File: src/rtl/tlf_pkg.sv
package tlf_pkg;

    // Byte codes used with the K flag set.
    localparam logic [7:0] K_FRAME = 8'hBC;   // K28.5, marks word 0 of a frame
    localparam logic [7:0] K_NULL  = 8'h3C;   // K28.1, stands for a zero byte pair

    typedef enum logic [1:0] {
        WC_DATA  = 2'd0,
        WC_NULL  = 2'd1,
        WC_FRAME = 2'd2,
        WC_BAD   = 2'd3
    } word_cls_e;

    typedef enum logic [1:0] {
        ST_HUNT = 2'd0,
        ST_ACQ  = 2'd1,
        ST_LOCK = 2'd2
    } lock_st_e;

    typedef struct packed {
        logic      err;
        word_cls_e cls;
    } rx_tag_t;

    // Byte chosen by the transmitter for one byte lane.
    function automatic logic [7:0] tx_byte(input logic is_frame, input logic is_null,
                                           input logic [7:0] data_byte);
        if (is_frame)
            return K_FRAME;
        else if (is_null)
            return K_NULL;
        else
            return data_byte;
    endfunction

endpackage

File: src/rtl/tlf_tx_framer.sv
module tlf_tx_framer
    import tlf_pkg::*;
#(
    parameter int WORD_W      = 16,
    parameter int FRAME_WORDS = 8
) (
    input  logic                                 clk,
    input  logic                                 rst,
    input  logic [(FRAME_WORDS-1)*WORD_W-1:0]    payload_i,
    output logic                                 take_o,
    output logic [WORD_W-1:0]                    data_o,
    output logic [WORD_W/8-1:0]                  k_o
);
    localparam int BYTES = WORD_W / 8;
    localparam int PAY_W = (FRAME_WORDS - 1) * WORD_W;
    localparam int POS_W = $clog2(FRAME_WORDS);
    localparam logic [POS_W-1:0] POS_LAST = POS_W'(FRAME_WORDS - 1);

    logic [POS_W-1:0]  slot_q;
    logic [PAY_W-1:0]  hold_q;
    logic [WORD_W-1:0] word_sel;
    logic              at_frame;
    logic              word_null;
    logic [WORD_W-1:0] data_nx;
    logic [BYTES-1:0]  k_nx;

    assign at_frame = (slot_q == '0);
    assign take_o   = at_frame && !rst;

    always_comb begin
        int idx;
        idx      = at_frame ? 0 : int'(slot_q) - 1;
        word_sel = hold_q[idx*WORD_W +: WORD_W];
    end

    assign word_null = (word_sel == '0);

    for (genvar b = 0; b < BYTES; b++) begin : g_lane
        assign data_nx[b*8 +: 8] = tx_byte(at_frame, word_null, word_sel[b*8 +: 8]);
        assign k_nx[b]           = at_frame || word_null;
    end

    always_ff @(posedge clk) begin
        if (rst) begin
            slot_q <= '0;
            hold_q <= '0;
            data_o <= {BYTES{K_NULL}};
            k_o    <= '1;
        end else begin
            slot_q <= (slot_q == POS_LAST) ? '0 : slot_q + 1'b1;
            if (at_frame)
                hold_q <= payload_i;
            data_o <= data_nx;
            k_o    <= k_nx;
        end
    end

endmodule

File: src/rtl/tlf_rx_classify.sv
module tlf_rx_classify
    import tlf_pkg::*;
#(
    parameter int WORD_W = 16
) (
    input  logic                clk,
    input  logic                rst,
    input  logic [WORD_W-1:0]   data_i,
    input  logic [WORD_W/8-1:0] k_i,
    output rx_tag_t             tag_o,
    output logic [WORD_W-1:0]   data_o
);
    localparam int BYTES = WORD_W / 8;

    logic [BYTES-1:0] lane_frame;
    logic [BYTES-1:0] lane_null;
    rx_tag_t          tag_nx;

    for (genvar b = 0; b < BYTES; b++) begin : g_lane
        assign lane_frame[b] = k_i[b] && (data_i[b*8 +: 8] == K_FRAME);
        assign lane_null[b]  = k_i[b] && (data_i[b*8 +: 8] == K_NULL);
    end

    always_comb begin
        if (k_i == '0)
            tag_nx.cls = WC_DATA;
        else if (&lane_frame)
            tag_nx.cls = WC_FRAME;
        else if (&lane_null)
            tag_nx.cls = WC_NULL;
        else
            tag_nx.cls = WC_BAD;
        tag_nx.err = (tag_nx.cls == WC_BAD);
    end

    always_ff @(posedge clk) begin
        if (rst) begin
            tag_o  <= '{err: 1'b0, cls: WC_DATA};
            data_o <= '0;
        end else begin
            tag_o  <= tag_nx;
            data_o <= data_i;
        end
    end

endmodule

File: src/rtl/tlf_rx_align.sv
module tlf_rx_align
    import tlf_pkg::*;
#(
    parameter int WORD_W        = 16,
    parameter int FRAME_WORDS   = 8,
    parameter int LOCK_FRAMES   = 4,
    parameter int UNLOCK_FRAMES = 2
) (
    input  logic                              clk,
    input  logic                              rst,
    input  rx_tag_t                           tag_i,
    input  logic [WORD_W-1:0]                 data_i,
    output logic [(FRAME_WORDS-1)*WORD_W-1:0] payload_o,
    output logic                              valid_o,
    output logic                              lock_o
);
    localparam int PAY_W  = (FRAME_WORDS - 1) * WORD_W;
    localparam int POS_W  = $clog2(FRAME_WORDS);
    localparam int GOOD_W = $clog2(LOCK_FRAMES + 1);
    localparam int MISS_W = $clog2(UNLOCK_FRAMES + 1);
    localparam logic [POS_W-1:0]  POS_LAST  = POS_W'(FRAME_WORDS - 1);
    localparam logic [POS_W-1:0]  POS_ONE   = POS_W'(1);
    localparam logic [GOOD_W-1:0] GOOD_LAST = GOOD_W'(LOCK_FRAMES - 1);
    localparam logic [GOOD_W-1:0] GOOD_ONE  = GOOD_W'(1);
    localparam logic [MISS_W-1:0] MISS_LAST = MISS_W'(UNLOCK_FRAMES - 1);

    lock_st_e          st_q;
    logic [POS_W-1:0]  pos_q;
    logic [POS_W-1:0]  pos_inc;
    logic [GOOD_W-1:0] good_q;
    logic [MISS_W-1:0] miss_q;
    logic              frame_ok_q;
    logic [PAY_W-1:0]  asm_q;
    logic [PAY_W-1:0]  asm_nx;
    logic [WORD_W-1:0] word_val;
    logic              is_frame;
    logic              at_start;

    assign is_frame = (tag_i.cls == WC_FRAME);
    assign at_start = (pos_q == '0);
    assign pos_inc  = (pos_q == POS_LAST) ? '0 : pos_q + 1'b1;
    assign word_val = (tag_i.cls == WC_DATA) ? data_i : '0;
    assign lock_o   = (st_q == ST_LOCK);

    always_comb begin
        int idx;
        idx    = at_start ? 0 : int'(pos_q) - 1;
        asm_nx = asm_q;
        asm_nx[idx*WORD_W +: WORD_W] = word_val;
    end

    always_ff @(posedge clk) begin
        if (rst) begin
            st_q       <= ST_HUNT;
            pos_q      <= '0;
            good_q     <= '0;
            miss_q     <= '0;
            frame_ok_q <= 1'b0;
            asm_q      <= '0;
            payload_o  <= '0;
            valid_o    <= 1'b0;
        end else begin
            valid_o <= 1'b0;
            unique case (st_q)
                ST_HUNT: begin
                    if (is_frame) begin
                        st_q   <= ST_ACQ;
                        pos_q  <= POS_ONE;
                        good_q <= GOOD_ONE;
                    end
                end
                ST_ACQ: begin
                    if (is_frame) begin
                        pos_q <= POS_ONE;
                        if (at_start) begin
                            good_q <= good_q + 1'b1;
                            if (good_q == GOOD_LAST) begin
                                st_q       <= ST_LOCK;
                                miss_q     <= '0;
                                frame_ok_q <= 1'b1;
                            end
                        end else begin
                            good_q <= GOOD_ONE;
                        end
                    end else if (at_start) begin
                        st_q  <= ST_HUNT;
                        pos_q <= '0;
                    end else begin
                        pos_q <= pos_inc;
                    end
                end
                ST_LOCK: begin
                    pos_q <= pos_inc;
                    if (at_start) begin
                        if (is_frame) begin
                            miss_q     <= '0;
                            frame_ok_q <= 1'b1;
                        end else begin
                            frame_ok_q <= 1'b0;
                            if (miss_q == MISS_LAST) begin
                                st_q  <= ST_HUNT;
                                pos_q <= '0;
                            end else begin
                                miss_q <= miss_q + 1'b1;
                            end
                        end
                    end else begin
                        asm_q <= asm_nx;
                        if (pos_q == POS_LAST && frame_ok_q) begin
                            payload_o <= asm_nx;
                            valid_o   <= 1'b1;
                        end
                    end
                end
                default: begin
                    st_q  <= ST_HUNT;
                    pos_q <= '0;
                end
            endcase
        end
    end

endmodule

File: src/rtl/tlf_link_framer.sv
module tlf_link_framer
    import tlf_pkg::*;
#(
    parameter int WORD_W        = 16,
    parameter int FRAME_WORDS   = 8,
    parameter int LOCK_FRAMES   = 4,
    parameter int UNLOCK_FRAMES = 2
) (
    input  logic                              clk,
    input  logic                              rst,
    input  logic [(FRAME_WORDS-1)*WORD_W-1:0] tx_payload_i,
    output logic                              tx_take_o,
    output logic [WORD_W-1:0]                 tx_data_o,
    output logic [WORD_W/8-1:0]               tx_k_o,
    input  logic [WORD_W-1:0]                 rx_data_i,
    input  logic [WORD_W/8-1:0]               rx_k_i,
    output logic [(FRAME_WORDS-1)*WORD_W-1:0] rx_payload_o,
    output logic                              rx_valid_o,
    output logic                              rx_lock_o,
    output logic                              rx_err_o
);
    rx_tag_t           cls_tag;
    logic [WORD_W-1:0] cls_data;

    tlf_tx_framer #(
        .WORD_W      (WORD_W),
        .FRAME_WORDS (FRAME_WORDS)
    ) u_tx (
        .clk       (clk),
        .rst       (rst),
        .payload_i (tx_payload_i),
        .take_o    (tx_take_o),
        .data_o    (tx_data_o),
        .k_o       (tx_k_o)
    );

    tlf_rx_classify #(
        .WORD_W (WORD_W)
    ) u_cls (
        .clk    (clk),
        .rst    (rst),
        .data_i (rx_data_i),
        .k_i    (rx_k_i),
        .tag_o  (cls_tag),
        .data_o (cls_data)
    );

    assign rx_err_o = cls_tag.err;

    tlf_rx_align #(
        .WORD_W        (WORD_W),
        .FRAME_WORDS   (FRAME_WORDS),
        .LOCK_FRAMES   (LOCK_FRAMES),
        .UNLOCK_FRAMES (UNLOCK_FRAMES)
    ) u_aln (
        .clk       (clk),
        .rst       (rst),
        .tag_i     (cls_tag),
        .data_i    (cls_data),
        .payload_o (rx_payload_o),
        .valid_o   (rx_valid_o),
        .lock_o    (rx_lock_o)
    );

endmodule

File: config.mk
export PLATFORM = sky130hd
export DESIGN_NAME = tlf_link_framer
export DESIGN_NICKNAME = d
export VERILOG_FILES = /design/src/rtl/tlf_pkg.sv /design/src/rtl/tlf_tx_framer.sv /design/src/rtl/tlf_rx_classify.sv /design/src/rtl/tlf_rx_align.sv /design/src/rtl/tlf_link_framer.sv
export SDC_FILE = /design/constraint.sdc
export NUM_CORES = 1
export LEC_CHECK = 0
export CORE_MARGIN = 2
export CORE_UTILIZATION = 40
export CTS_CLUSTER_DIAMETER = 50
export DETAILED_ROUTE_END_ITERATION = 10
export PLACE_DENSITY = 0.65
export SLEW_MARGIN = 20
export SYNTH_ARGS = -nofsm -noshare
export SYNTH_HDL_FRONTEND = slang
export SYNTH_SLANG_ARGS = --single-unit
File: constraint.sdc
create_clock -name clk -period 3.8 [get_ports clk]
set_input_delay 0.95 -clock clk [delete_from_list [all_inputs] [get_ports clk]]
set_output_delay 0.95 -clock clk [all_outputs]
set_load 0.005 [all_outputs]
==> results_dict.tcl, run 1 <==
set metrics [dict create \
    postSynthCellCount 1798 \
    final.min_clock_period_ns 3.65 \
    io_pins 266 \
    path_buf_inv 3 \
    rr_startpoint "u_aln.pos_q[0]" \
    finClkSkew_ns 0.0288 \
    dp_slack_ns -0.0829 \
    setup_slack_ns 0.152 \
    drv_slew 0 \
    gp_congestion 0.873 \
    antenna_found_initial 2 \
    crit_chain "inv_2 > ha_4 > nand2b_4 > nand2_1 > buf_4 > ha_1 > and3_1 > inv_1 > ha_1 > nor4b_2 > and3_1 > o211ai_1 > or4_4 > or2_4 > or3_1 > a21oi_1" \
    synth_top_area_share_pct 48.5 \
    netlist_area_mm2 0.0160 \
    fp.dieW_um 204 \
    post_cts_buffers 0 \
    placed_area_mm2 0.0191 \
    critical-path-top-delay-family "simple AND/OR/NAND/NOR gates" \
    drv_cap 0 \
    drc 0 \
    overflow 0 \
    clkLatencyLatePin_ns 0.59 \
    wl_per_cell_um 17.4 \
    avgViaCountPerCell 5.18 \
    dieArea_mm2 0.0415 \
    critPathCaptureType "register" \
    synth_edf_count 0 \
    cts_root_buf "clkbuf_16" \
    io_buffers 265 \
    worstRegToRegCells 16 \
    critPathSlowestCell "or4_4" \
    design_area_mm2 0.0207 \
    grt_pass1_vias 12650 \
    slowest_delay_ns 0.45 \
    rows 73 \
    track_usage_pct 21.3 \
    power_mw 9.91 \
    crit_start "u_aln.pos_q[0]" \
    fmax_mhz 274 \
    ys_seq_area_share_pct 48.5 \
    r2r_end "u_aln.asm_q[64]" \
    drt-pass1-iter-count 5 \
    path_depth 16 \
    mostFrequentLayoutCell "dfxtp_1" \
    arrival_ns 4.15 \
    holdPathStages 2 \
    core_area_mm2 0.0395 \
    postCtsHoldBufs 0 \
    hold_class "register to register" \
    leakagePower_nw 8.04 \
    clkTransAtPathRegs_ns 0.06 \
    nFillCells 3649 \
    regToRegSetupSlack_ns 0.15 \
    crit_type "register to register" \
    status "finished clean" \
    cts_buffers 45 \
    synth_area_leader_cell "dfxtp_1" \
    fin_crit_sh_pct 96.0 \
    finalCoreUtilization_pct 52.3 \
    htreeDepth 2 \
    yosys.cell_types.count 60 \
    drtAntennaViolNets 0 \
    async_reset_ff_share_pct 0 \
    syn_avg_cell_area_um2 8.88 \
    final_cell_mix "dfxtp_1 (387), nor2_1 (266), clkdlybuf4s50_1 (264), nand2_1 (249), mux2i_1 (236)" \
    final_nets 2167 \
    tightestPinTransition_ns 0.992 \
    synth_seq_cells 387 \
    power_density_mw_per_mm2 479 \
    required_ns 4.30 \
    synth_flop_cell "dfxtp_1" \
    yosysWarnings 0 \
    start_kind "register" \
    grt_max_degree 114 \
    final_layout_size_suffix_gt1_share_pct 7.08 \
    hold_viol_final 0 \
    clk_path_buf_depth 3 \
    die_h_um 204 \
    synth_area_leaders "dfxtp_1 (49%), mux2i_1 (15%), nor2_1 (6.3%)" \
    cts.sinks 387 \
    wl_um 44900 \
    initial_core_util_pct 40.4 \
    vdd_ir_drop_max_uv 295 \
    drt_iter0_drc 680 \
    endpoint "u_aln.asm_q[64]" \
    via_count 13331 \
    synth_nets 1953 \
    holdWs_ns 0.444 \
    syn_to_final_growth_pct 29.5 \
    grt_pass1_wl_um 69600 \
    crit_fanout 16 \
    setup_viol 0 \
    cts_tree "yes" \
    maxSlewHeadroom_pct 33.8 \
    dp_hpwl_um 30900 \
]
-- power breakdown --
part / internal (mW) / leakage [nW] / switching [mW]
sequential: 4.22 / 3.15 / 0.0935
clock: 2.66 / 0.763 / 1.80
combinational: 0.522 / 4.13 / 0.614
total: 7.40 / 8.04 / 2.51
-- worst reg2reg max path: cells and delay by family (launching register included) --
| kind | cells | cell delay [ns] |
|---|---|---|
| AND/OR/NAND/NOR | 8 | 1.97 |
| buffers and inverters | 3 | 0.30 |
| flip-flops | 1 | 0.31 |
| adder cells (fa/ha/maj) | 3 | 0.71 |
| AO/OA/AOI/OAI | 2 | 0.28 |
-- synthesized netlist by cell type (all sizes together) (3+ instances only) --
library cell	count
a2111oi	4
a211oi	16
a21oi	112
a31oi	8
a32oi	3
and2	6
and3	5
buf	41
clkbuf	92
dfxtp	387
ha	23
inv	16
mux2	4
mux2i	236
mux4	11
nand2	249
nand2b	9
nand3	24
nand4	4
nor2	267
nor2b	26
nor3	28
nor3b	7
nor4	4
o211ai	7
o21a	7
o21ai	142
o31ai	4
or2	3
or3	21
or4b	6
-- what timing repair did --
action,CTS,global route
gates cloned,1,0
pin swaps,1,2
endpoints found under the setup margin,16,52
resized for setup,2,5
-- worst min path at each step --
stage / endpoint / from / slack (ns)
2_1_floorplan: u_aln.asm_q[64] / u_aln.asm_q[64] / 0.43
3_3_place_gp: u_aln.payload_o[83] / u_aln.payload_o[83] / 0.43
3_5_place_dp: u_aln.payload_o[83] / u_aln.payload_o[83] / 0.44
4_1_cts: u_aln.asm_q[5] / u_cls.data_o[5] / 0.45
5_1_grt: u_aln.asm_q[13] / u_aln.asm_q[13] / 0.48
6_report: u_aln.asm_q[5] / u_cls.data_o[5] / 0.44
-- registers in the layout, summed over array words and instances (netlist names) --
| signal | flops |
|---|---|
| u_aln.pos_q | 3 |
| u_aln.asm_q | 112 |
| u_tx.data_o | 16 |
| u_aln.frame_ok_q | 1 |
| u_cls.tag_o | 3 |
| u_tx.slot_q | 3 |
| u_aln.good_q | 3 |
| u_aln.payload_o | 112 |
| u_tx.hold_q | 112 |
| u_aln.st_q | 2 |
| u_aln.miss_q | 2 |
| u_aln.valid_o | 1 |
| u_cls.data_o | 16 |
| u_tx.k_o | 1 |
-- cells by family (layout without fill, tap and decap cells) --
kind of cell             Yosys count  in the layout  synth area share, %
AO/OA/AOI/OAI                    320            320                 11.2
AND/OR/NAND/NOR                  665            666                 17.9
multiplexers                     251            251                 16.6
other                              0              3                    0
XOR/XNOR                           3              3                0.165
adder cells (fa/ha/maj)           23             23                 1.80
flip-flops                       387            387                 48.5
buffers and inverters            149            398                 3.78
-- metal layers --
metal	track usage, %	up-vias	routed length, um
li1	-	6591	-
met1	26.2	6243	19100
met2	35.3	412	21100
met3	5.64	85	3090
met4	8.34	0	1560
met5	0	-	0
-- stage by stage --
stage / setup TNS [ns] / cells
global route: -0.00993 / 2573
detailed placement: -0.713 / 2489
floorplan: 0 / 1798
global placement: 0 / 2489
CTS: 0 / 2573
finish: 0 / 2576
-- cell type report --
cell class	count	area [um2]	share of cell area [%]
diodes	3	7.51	0.0363
inverters	16	60.1	0.290
clock buffers	59	1270	6.14
clock inverters	24	282	1.36
well taps	525	657	3.18
flip-flops and latches	387	7750	37.5
repair buffers	299	2950	14.3
multi-input cells	1263	7700	37.2
Note: power is estimated with default switching activity, not from simulation.
==> run 2: changes to the inputs <==
--- a/config.mk
+++ b/config.mk
@@ -9,7 +9,8 @@
 export CORE_UTILIZATION = 40
 export CTS_CLUSTER_DIAMETER = 50
 export DETAILED_ROUTE_END_ITERATION = 10
-export PLACE_DENSITY = 0.65
+export GPL_TIMING_DRIVEN = 0
+export PLACE_DENSITY = 0.71
 export SLEW_MARGIN = 20
 export SYNTH_ARGS = -nofsm -noshare
 export SYNTH_HDL_FRONTEND = slang
==> results_dict.tcl, run 2 (synthesis gave the netlist of run 1 again) <==
set metrics [dict create \
    syn_to_final_growth_pct 33.0 \
    worstRegToRegCells 17 \
    critical-path-top-delay-family "simple AND/OR/NAND/NOR gates" \
    wl_um 51500 \
    cts_tree "yes" \
    slowest_delay_ns 0.55 \
    core_area_mm2 0.0395 \
    nFillCells 3536 \
    dp_slack_ns -1.61 \
    layout.cells.non_filler 2685 \
    register_area_mm2 0.00776 \
    multi_input_area_mm2 0.00787 \
    hold_viol_final 0 \
    final_layout_size_suffix_gt1_share_pct 8.61 \
    r2r_end "u_aln.asm_q[69]" \
    critPathCaptureType "register" \
    avgViaCountPerCell 5.29 \
    fmax_mhz 260 \
    drtAntennaViolNets 0 \
    arrival_ns 4.36 \
    cts_root_buf "clkbuf_16" \
    track_usage_pct 24.1 \
    clkTransAtPathRegs_ns 0.06 \
    crit_type "register to register" \
    post-place-cells 2587 \
    grt_setup_unrepaired "yes" \
    overflow 0 \
    htreeDepth 2 \
    drv_cap 0 \
    cts.sinks 387 \
    endpoint "u_aln.asm_q[69]" \
    fp.dieW_um 204 \
    crit_fanout 6 \
    grt_pass1_vias 13885 \
    diodes 0 \
    via_count 14212 \
    path_depth 17 \
    status "finished, violations left" \
    tightestPinTransition_ns 1.07 \
    dieArea_mm2 0.0415 \
    start_kind "register" \
    vdd_ir_drop_max_uv 305 \
    gp_congestion 0.917 \
    fin_crit_sh_pct 101 \
    crit_start "u_aln.pos_q[0]" \
    crit_chain "inv_6 > ha_4 > nand2b_4 > nand2_4 > or3_4 > and3_4 > inv_2 > ha_4 > nor4b_4 > and3_1 > o211ai_1 > or4_1 > buf_6 > or2_4 > buf_6 > or3_1 > a21oi_2" \
    io_pins 266 \
    drv_slew 0 \
    drc 0 \
    leakagePower_nw 8.23 \
    final.min_clock_period_ns 3.84 \
    drt_iter0_drc 951 \
    clk_path_buf_depth 3 \
    finClkSkew_ns 0.0209 \
    maxSlewHeadroom_pct 28.6 \
    hold_path_startpoint "u_aln.payload_o[52]" \
    final_nets 2285 \
    hold_class "register to register" \
    initial_core_util_pct 40.4 \
    violations "negative setup slack" \
    setup_slack_ns -0.0401 \
    dp_hpwl_um 37800 \
    drt-pass1-iter-count 5 \
    cts_buffers 47 \
    critPathSlowestCell "or4_1" \
    required_ns 4.32 \
    power_density_mw_per_mm2 469 \
    mostFrequentLayoutCell "dfxtp_1" \
    io_buffers 264 \
    die_h_um 204 \
    rr_startpoint "u_aln.pos_q[0]" \
    setup_viol 10 \
    antenna_found_initial 1 \
    final_cell_mix "dfxtp_1 (384), nor2_1 (264), clkdlybuf4s50_1 (263), nand2_1 (248), mux2i_1 (235)" \
    grt_pass1_wl_um 77200 \
    grt_max_degree 14 \
    wl_per_cell_um 19.2 \
    rows 73 \
    clkLatencyLatePin_ns 0.59 \
    top_regs "u_aln.asm_q: 112 flops, u_aln.payload_o: 112 flops, u_tx.hold_q: 112 flops" \
    regToRegSetupSlack_ns -0.04 \
    path_buf_inv 4 \
]
==> run 2: cell types whose count changed in the layout (fill, tap and decap cells not counted), moves of 8 or more <==
cell / before / now
buf_4: 30 / 22
clkbuf_1: 6 / 87
buf_2: 0 / 17
buf_1: 0 / 16
==> run 2: worst min-delay path by stage <==
stage / endpoint / slack, ns / cells after the start
detailed placement: u_aln.payload_o[52] / 0.44 / 2
finish: u_aln.payload_o[52] / 0.45 / 2
global placement: u_aln.payload_o[22] / 0.44 / 2
global route: u_aln.asm_q[32] / 0.47 / 2
CTS: u_aln.asm_q[75] / 0.45 / 2
floorplan: u_aln.asm_q[64] / 0.43 / 2
==> run 2: per-stage QoR <==
stage / hold slack [ns] / total power, mW / instance area [um2] / util, % / setup TNS (ns)
6_report: 0.450 / 9.97 / 21200 / 53.7 / -0.154
5_1_grt: 0.470 / 10.3 / 21200 / 53.7 / -1.39
4_1_cts: 0.454 / 9.94 / 20900 / 52.9 / 0
3_5_place_dp: 0.442 / 5.57 / 19300 / 48.7 / -25.14
3_3_place_gp: 0.437 / 5.55 / 19300 / 48.7 / -15.82
2_1_floorplan: 0.432 / 5.07 / 16000 / - / 0
==> run 2: what timing repair did <==
item | in CTS | in global routing
cloned | 0 | 2
pin swaps | 3 | 25
hold buffers | 0 | 0
hold endpoints to repair | 0 | 0
resized for setup | 40 | 55
endpoints found under the setup margin | 105 | 59
buffers inserted | 3 | 15
==> run 2: metal layers <==
metal | vias to the layer above | wire length [um] | track usage [%]
li1 | 6823 | - | -
met1 | 6617 | 21100 | 29.7
met2 | 610 | 23700 | 39.9
met3 | 160 | 3700 | 4.54
met4 | 2 | 2930 | 13.0
met5 | - | 13 | 0
==> run 2: cell type report <==
| cell class | count | share of cell area [%] |
|---|---|---|
| clock buffers | 63 | 6.19 |
| clock inverters | 16 | 0.766 |
| repair buffers | 283 | 13.1 |
| well taps | 525 | 3.09 |
| multi-input cells | 1263 | 37.0 |
| inverters | 16 | 0.306 |
| plain buffers | 132 | 3.00 |
| flip-flops and latches | 387 | 36.5 |
==> run 2: worst min-delay path, stage by stage (launching register included) <==
cell,delay (ns)
dfxtp_1,0.32
nand2_1,0.04
o21ai_0,0.05
==> run 2: power breakdown <==
part           internal, mW  switching, mW
Clock                  2.47           1.85
Combinational         0.603          0.731
Sequential             4.22          0.104
